[src/rtl/tmr_pkg.sv]
// Shared definitions for the timer match unit: register addresses and
// the pin action encoding with its two update rules.
// Assumes a 4-bit register address space.
package tmr_pkg;

    typedef enum logic [1:0] {
        ACT_HOLD = 2'b00,
        ACT_CLR  = 2'b01,
        ACT_SET  = 2'b10,
        ACT_TGL  = 2'b11
    } act_e;

    localparam int ADR_CTL  = 0;
    localparam int ADR_PRE  = 1;
    localparam int ADR_MCTL = 2;
    localparam int ADR_EXT  = 3;
    localparam int ADR_TC   = 4;
    localparam int ADR_PC   = 5;
    localparam int ADR_MR0  = 8;

    // Pin level after a match event under action a.
    function automatic logic pin_on_match(act_e a, logic cur);
        unique case (a)
            ACT_HOLD: return cur;
            ACT_CLR:  return 1'b0;
            ACT_SET:  return 1'b1;
            default:  return ~cur;
        endcase
    endfunction

    // Pin level forced by a write of action a with data bit d.
    function automatic logic pin_on_write(act_e a, logic d);
        unique case (a)
            ACT_CLR: return 1'b0;
            ACT_SET: return 1'b1;
            default: return d;
        endcase
    endfunction

endpackage

[src/rtl/tmr_prescaler.sv]
// Prescale divider: counts 0..limit while run is high and pulses tick
// on the wrap cycle. Assumes limit may be rewritten at any time; a count
// above a lowered limit wraps on its next step.
module tmr_prescaler #(
    parameter int PW = 32
) (
    input  logic          clk,
    input  logic          rst_n,
    input  logic          run,
    input  logic          clr,
    input  logic [PW-1:0] limit,
    output logic [PW-1:0] pc,
    output logic          tick
);

    // Wrap pulse: the count has reached the limit while running.
    assign tick = run && (pc >= limit);

    // Prescale count: clear, wrap or step.
    always_ff @(posedge clk) begin
        if (!rst_n)      pc <= '0;
        else if (clr)    pc <= '0;
        else if (tick)   pc <= '0;
        else if (run)    pc <= pc + PW'(1);
    end

    a_r3_idle_hold: assert property (@(posedge clk) disable iff (!rst_n)
        (!run && !clr) |=> $stable(pc));
    a_r3_wrap_zero: assert property (@(posedge clk) disable iff (!rst_n)
        tick |=> (pc == '0));

endmodule

[src/rtl/tmr_counter.sv]
// Timer count with per-channel compare. A channel fires on a prescaler
// tick when the current count equals its match value. A restart
// overrides a halt, and a halt overrides the step. A software load
// overrides everything.
module tmr_counter #(
    parameter int TW   = 32,
    parameter int N_CH = 4
) (
    input  logic                     clk,
    input  logic                     rst_n,
    input  logic                     tick,
    input  logic                     ld,
    input  logic [TW-1:0]            ld_val,
    input  logic [N_CH-1:0][TW-1:0]  mr,
    input  logic [N_CH-1:0]          rst_en,
    input  logic [N_CH-1:0]          stop_en,
    output logic [TW-1:0]            tc,
    output logic [N_CH-1:0]          hit,
    output logic                     stop_req
);

    logic any_rst;

    // Compare per channel, qualified by the advance tick.
    for (genvar i = 0; i < N_CH; i++) begin : g_cmp
        assign hit[i] = tick && (tc == mr[i]);
    end

    assign any_rst  = |(hit & rst_en);
    assign stop_req = |(hit & stop_en);

    // Timer count update by priority: load, restart, halt, step.
    always_ff @(posedge clk) begin
        if (!rst_n)        tc <= '0;
        else if (ld)       tc <= ld_val;
        else if (any_rst)  tc <= '0;
        else if (stop_req) tc <= tc;
        else if (tick)     tc <= tc + TW'(1);
    end

    a_r4_restart: assert property (@(posedge clk) disable iff (!rst_n)
        (any_rst && !ld) |=> (tc == '0));
    a_r5_halt_hold: assert property (@(posedge clk) disable iff (!rst_n)
        (stop_req && !any_rst && !ld) |=> $stable(tc));
    a_r3_step: assert property (@(posedge clk) disable iff (!rst_n)
        (tick && hit == '0 && !ld) |=> (tc == $past(tc) + TW'(1)));
    a_r10_still: assert property (@(posedge clk) disable iff (!rst_n)
        (!tick && !ld) |=> $stable(tc));

endmodule

[src/rtl/tmr_ext_pin.sv]
// One external match pin with its flag. A register write sets the level
// from the new action and the data bit. Otherwise a match applies the
// stored action. The write takes priority.
module tmr_ext_pin
    import tmr_pkg::*;
(
    input  logic clk,
    input  logic rst_n,
    input  logic hit,
    input  act_e act,
    input  logic wr,
    input  act_e wr_act,
    input  logic wr_bit,
    output logic pin
);

    // Pin level update: write first, then match event.
    always_ff @(posedge clk) begin
        if (!rst_n)   pin <= 1'b0;
        else if (wr)  pin <= pin_on_write(wr_act, wr_bit);
        else if (hit) pin <= pin_on_match(act, pin);
    end

    a_r7_quiet: assert property (@(posedge clk) disable iff (!rst_n)
        (!wr && !hit) |=> $stable(pin));
    a_r8_force_low: assert property (@(posedge clk) disable iff (!rst_n)
        (wr && wr_act == ACT_CLR) |=> !pin);
    a_r11_write_first: assert property (@(posedge clk) disable iff (!rst_n)
        (wr && hit && wr_act == ACT_SET) |=> pin);

endmodule

[src/rtl/tmr_match_unit.sv]
// Top: register file, prescaler, timer count and per-channel pins.
// Assumes TW and PW are not larger than DW, and 3*N_CH <= DW.
// Reads are combinational from rd_addr.
module tmr_match_unit
    import tmr_pkg::*;
#(
    parameter int N_CH = 4,
    parameter int TW   = 32,
    parameter int PW   = 32,
    parameter int AW   = 4,
    parameter int DW   = 32
) (
    input  logic            clk,
    input  logic            rst_n,
    input  logic            wr_en,
    input  logic [AW-1:0]   wr_addr,
    input  logic [DW-1:0]   wr_data,
    input  logic [AW-1:0]   rd_addr,
    output logic [DW-1:0]   rd_data,
    output logic [N_CH-1:0] ext_match
);

    localparam int ECW = 2 * N_CH;
    localparam int EXW = 3 * N_CH;

    logic                    run_q;
    logic [PW-1:0]           pre_q;
    logic [N_CH-1:0]         rst_en_q, stop_en_q;
    logic [ECW-1:0]          ext_ctl_q;
    logic [N_CH-1:0][TW-1:0] mr_q;
    logic [TW-1:0]           tc;
    logic [PW-1:0]           pc;
    logic                    tick, stop_req;
    logic [N_CH-1:0]         hit;
    logic wr_ctl, wr_pre, wr_mctl, wr_ext, wr_tc;

    assign wr_ctl  = wr_en && (wr_addr == AW'(ADR_CTL));
    assign wr_pre  = wr_en && (wr_addr == AW'(ADR_PRE));
    assign wr_mctl = wr_en && (wr_addr == AW'(ADR_MCTL));
    assign wr_ext  = wr_en && (wr_addr == AW'(ADR_EXT));
    assign wr_tc   = wr_en && (wr_addr == AW'(ADR_TC));

    // Run bit: software write wins, otherwise a halt match clears it.
    always_ff @(posedge clk) begin
        if (!rst_n)        run_q <= 1'b0;
        else if (wr_ctl)   run_q <= wr_data[0];
        else if (stop_req) run_q <= 1'b0;
    end

    // Configuration registers; only defined fields are stored.
    always_ff @(posedge clk) begin
        if (!rst_n) begin
            pre_q     <= '0;
            rst_en_q  <= '0;
            stop_en_q <= '0;
            ext_ctl_q <= '0;
        end else begin
            if (wr_pre)  pre_q <= wr_data[PW-1:0];
            if (wr_mctl) begin
                rst_en_q  <= wr_data[N_CH-1:0];
                stop_en_q <= wr_data[ECW-1:N_CH];
            end
            if (wr_ext)  ext_ctl_q <= wr_data[EXW-1:N_CH];
        end
    end

    // Match value registers, one per channel.
    for (genvar i = 0; i < N_CH; i++) begin : g_mr
        logic wr_mr;
        assign wr_mr = wr_en && (wr_addr == AW'(ADR_MR0 + i));
        always_ff @(posedge clk) begin
            if (!rst_n)     mr_q[i] <= '0;
            else if (wr_mr) mr_q[i] <= wr_data[TW-1:0];
        end
    end

    tmr_prescaler #(.PW(PW)) u_pre (
        .clk   (clk),
        .rst_n (rst_n),
        .run   (run_q),
        .clr   (wr_tc),
        .limit (pre_q),
        .pc    (pc),
        .tick  (tick)
    );

    tmr_counter #(.TW(TW), .N_CH(N_CH)) u_cnt (
        .clk      (clk),
        .rst_n    (rst_n),
        .tick     (tick),
        .ld       (wr_tc),
        .ld_val   (wr_data[TW-1:0]),
        .mr       (mr_q),
        .rst_en   (rst_en_q),
        .stop_en  (stop_en_q),
        .tc       (tc),
        .hit      (hit),
        .stop_req (stop_req)
    );

    for (genvar i = 0; i < N_CH; i++) begin : g_pin
        tmr_ext_pin u_pin (
            .clk    (clk),
            .rst_n  (rst_n),
            .hit    (hit[i]),
            .act    (act_e'(ext_ctl_q[2*i +: 2])),
            .wr     (wr_ext),
            .wr_act (act_e'(wr_data[N_CH + 2*i +: 2])),
            .wr_bit (wr_data[i]),
            .pin    (ext_match[i])
        );
    end

    // Read multiplexer, zero-filled above each field.
    always_comb begin
        rd_data = '0;
        unique case (rd_addr)
            AW'(ADR_CTL):  rd_data[0] = run_q;
            AW'(ADR_PRE):  rd_data[PW-1:0] = pre_q;
            AW'(ADR_MCTL): rd_data[ECW-1:0] = {stop_en_q, rst_en_q};
            AW'(ADR_EXT):  rd_data[EXW-1:0] = {ext_ctl_q, ext_match};
            AW'(ADR_TC):   rd_data[TW-1:0] = tc;
            AW'(ADR_PC):   rd_data[PW-1:0] = pc;
            default: begin
                for (int i = 0; i < N_CH; i++)
                    if (rd_addr == AW'(ADR_MR0 + i)) rd_data[TW-1:0] = mr_q[i];
            end
        endcase
    end

    a_r5_halt_clears_run: assert property (@(posedge clk) disable iff (!rst_n)
        (stop_req && !wr_ctl) |=> !run_q);
    a_r11_run_write_first: assert property (@(posedge clk) disable iff (!rst_n)
        (wr_ctl && wr_data[0]) |=> run_q);
    a_r1_halted_no_tick: assert property (@(posedge clk) disable iff (!rst_n)
        !run_q |-> !tick);
    a_r6_both_zero: assert property (@(posedge clk) disable iff (!rst_n)
        (|(hit & rst_en_q & stop_en_q) && !wr_tc && !wr_ctl) |=> (tc == '0 && !run_q));

endmodule

[config.mk]
export PLATFORM = sky130hd
export DESIGN_NAME = tmr_match_unit
export DESIGN_NICKNAME = d
export VERILOG_FILES = /design/src/rtl/tmr_pkg.sv /design/src/rtl/tmr_prescaler.sv /design/src/rtl/tmr_counter.sv /design/src/rtl/tmr_ext_pin.sv /design/src/rtl/tmr_match_unit.sv
export SDC_FILE = /design/constraint.sdc
export NUM_CORES = 1
export LEC_CHECK = 0
export BUFFER_PORTS_ARGS = -buffer_cell sky130_fd_sc_hd__buf_2
export CAP_MARGIN = 20
export CORE_UTILIZATION = 55
export DETAILED_ROUTE_END_ITERATION = 6
export GPL_ROUTABILITY_DRIVEN = 0
export PLACE_DENSITY_LB_ADDON = 0.08
export SYNTH_ARGS = -nofsm -noshare
export SYNTH_HDL_FRONTEND = slang
export SYNTH_SLANG_ARGS = --single-unit
[constraint.sdc]
create_clock -name clk -period 5.6 [get_ports clk]
set_input_delay 0.28 -clock clk [delete_from_list [all_inputs] [get_ports clk]]
set_output_delay 0.28 -clock clk [all_outputs]
set_load 0.02 [all_outputs]
==> impl_metrics.toml <==
[sta]
hold_violations = 0
period_needed_ns = 3.583
worst_pin_slew_ns = 0.9035
rsz0062_at_grt = "false"
slew_violations = 0
timing.final.ws_setup_ns = 2.017
fin_crit_sh = 0.6399
worst_hold_slack_ns = 0.07049
fmax_mhz = 279.1
fin_tns_setup_ns = 0
slew_headroom = 0.3977
setup_viol = 0
clock_skew_ns = 0.01774

[pwr]
ir_worst_vdd_mv = 0.3296
swShare = 0.2524
seq_power_share = 0.452
power_density_nw_per_um2 = 253.3
clkPwrFrac = 0.467
p_int_mw = 2.957
total_power_mw = 3.956
comb_power_share = 0.081
p_leak_nw = 5.433
power_switching_mw = 0.9983

[setup_path]
reg2reg_to = "u_cnt.tc[23]"
reg2reg_from = "u_pre.pc[0]"
arrival_ns = 4.03
regToRegSetupSlack_ns = 2.02
endpoint_kind = "flip-flop"
cp.required_ns = 6.05
critPathKind = "flip-flop to flip-flop"
r2r_cells = 11
critical_path.max_fanout = 16
startpoint_type = "flip-flop"

[drt]
wl_met2_mm = 22.33
finalWirelength_mm = 53.69
avgRoutedWirePerCell_um = 24.04
dr_wl_met3_mm = 6.736
highest_layer = "met4"
drc = 0
vias = 14340
drt-initial-drc-count = 2086
route.antenna.remaining_nets = 0
via_per_inst = 6.423
wl_met1_mm = 21.76
first_pass_iters = 7

[placed_design]
hpwl_mm = 38.79
port-buffer-count = 78
pre_cts_slack_ns = 2.123

[min_path]
min_from = "wr_data[22]"
min_to = "mr_q[54]"
hold_class = "primary input to flip-flop"
whs_path_depth = 3

[grt]
grt_use_total = 0.3998
grt_max_degree = 77
antenna_found_initial = 0
grt_pass1_wl_mm = 80.62
grt_pass1_vias = 12900
gr-total-overflow = 0

[clocking]
cts_resized = 0
cts.sinks = 245
cts-hold-fix-buffers = 0
clock_path_buffers = 3
clk-insertion-delay-late_ns = 0.55
clk_pin_slew_ns = 0.06
cts_root_buf = "clkbuf_16"
htree_levels = 1
cts_tree = "built"
post-cts-setup-buffers = 0
cts-buffers-inserted = 27

[die]
fp-row-count = 58
fp.coreArea_um2 = 25470
ioPinCount = 79
die_h_um = 163.8
dieArea_um2 = 26850
initial_core_util = 0.5656
die_w_um = 163.8

[synth]
syn_area_um2 = 14410
ys.warnings.count = 0
ys_seq_elements = 245
async_flop_share = 0
ys.flop_type = "dfxtp_1"
syn_nets = 1996
avgSynthCellArea_um2 = 7.554
synth_enable_flop_cells = 0
synth_cells = 1907
yosysSeqAreaShare = 0.3405
yosys.cell_types.count = 69

[layout]
layout_common_cells = "450 x nand2_1, 245 x dfxtp_1, 221 x a21oi_1"
antennaDiodeCount = 0
drive_gt1_frac = 0.09406
final_net_count = 1975
utilization = 0.6131
areaGrowthSynthToFinish_pct = 8.407
mostFrequentLayoutCell = "nand2_1"

[status]
status = "finished, final reports clean"

[flow_run]
cap_violations = 0
## synthesized netlist by cell type, types with 6 or more instances
master | n | area (µm²)
nand3b_1 | 6 | 45.04
and4_1 | 7 | 61.31
xnor2_1 | 138 | 1209
xor2_1 | 22 | 192.7
a22oi_1 | 51 | 382.9
nor3_1 | 24 | 120.1
nand2_1 | 450 | 1689
clkbuf_8 | 7 | 96.34
nand4_1 | 55 | 344.1
mux2i_1 | 47 | 470.5
o211ai_1 | 16 | 120.1
and3_1 | 19 | 118.9
and2_1 | 10 | 62.56
nor2b_1 | 8 | 50.05
a21oi_1 | 221 | 1106
nor4_1 | 10 | 62.56
a222oi_1 | 6 | 60.06
or3_1 | 8 | 50.05
dfxtp_1 | 245 | 4905
buf_4 | 11 | 82.58
clkbuf_1 | 105 | 394.1
ha_1 | 46 | 575.6
a221oi_1 | 10 | 87.58
o21ai_0 | 77 | 385.4
buf_2 | 27 | 135.1
nor2_1 | 78 | 292.8
inv_1 | 58 | 217.7
nand3_1 | 57 | 285.3
mux2_2 | 6 | 67.56
## layout make-up
type	instances	area [µm²]
clock inverters	6	107.6
well taps	330	412.9
repair buffers	107	619.3
clock buffers	40	794.5
fillers	2334	9854
multi-input cells	1446	8552
inverters	59	226.5
flip-flops and latches	245	4905
## worst max-delay path by stage
stage | from | endpoint | slack, ns
floorplan | u_pre.pc[0] | u_cnt.tc[5] | 3.00
global placement | wr_addr[0] | u_pre.pc[30] | 1.93
detailed placement | u_pre.pc[0] | u_cnt.tc[23] | 2.12
global route | u_pre.pc[0] | u_cnt.tc[23] | 1.94
CTS | u_pre.pc[0] | u_cnt.tc[23] | 2.10
finish | u_pre.pc[0] | u_cnt.tc[23] | 2.02
## flip-flops by register name, summed over array words and instances, names as in the netlist
| register | flops |
|---|---|
| ext_ctl_q | 8 |
| u_pre.pc | 32 |
| g_pin.u_pin.pin | 4 |
| pre_q | 32 |
| rst_en_q | 4 |
| stop_en_q | 4 |
| u_cnt.tc | 32 |
| run_q | 1 |
| mr_q | 128 |
## metal layers
metal,vias to the layer above,GRT usage
li1,6502,-
met1,6712,0.5530
met2,944,0.5826
met3,185,0.09520
met4,0,0.1881
met5,-,0
## power by group through the flow
stage	Combinational (mW)	Clock (mW)	Sequential [mW]
2_1_floorplan	0.188	0	1.81
4_1_cts	0.305	1.85	1.79
3_3_place_gp	0.301	0	1.83
3_5_place_dp	0.304	0	1.83
6_report	0.320	1.85	1.79
5_1_grt	0.333	1.91	1.79
## metrics by stage
stage	instances	area [µm²]
2_1_floorplan	1907	14410
3_3_place_gp	2184	14680
3_5_place_dp	2186	14700
4_1_cts	2232	15600
5_1_grt	2233	15620
6_report	2233	15620
## kinds of logic after synthesis
group           synth area share
fa+ha+maj                0.03995
xor+xnor                 0.09727
mux                      0.03891
compound gates            0.1816
flops                     0.3405
simple gates              0.2328
buf+inv                  0.06896
## worst max-delay path, cell delays in order, from the launching register on
cell,delay (ns)
dfxtp_1,0.42
inv_1,0.07
ha_1,0.28
nand2b_4,0.13
a2111o_1,0.40
a311oi_1,0.40
a31oi_1,0.21
a211oi_4,0.40
buf_4,0.37
nand2b_1,0.38
o21ai_0,0.17
a221oi_1,0.26
Power figures use the tool's default switching activity.
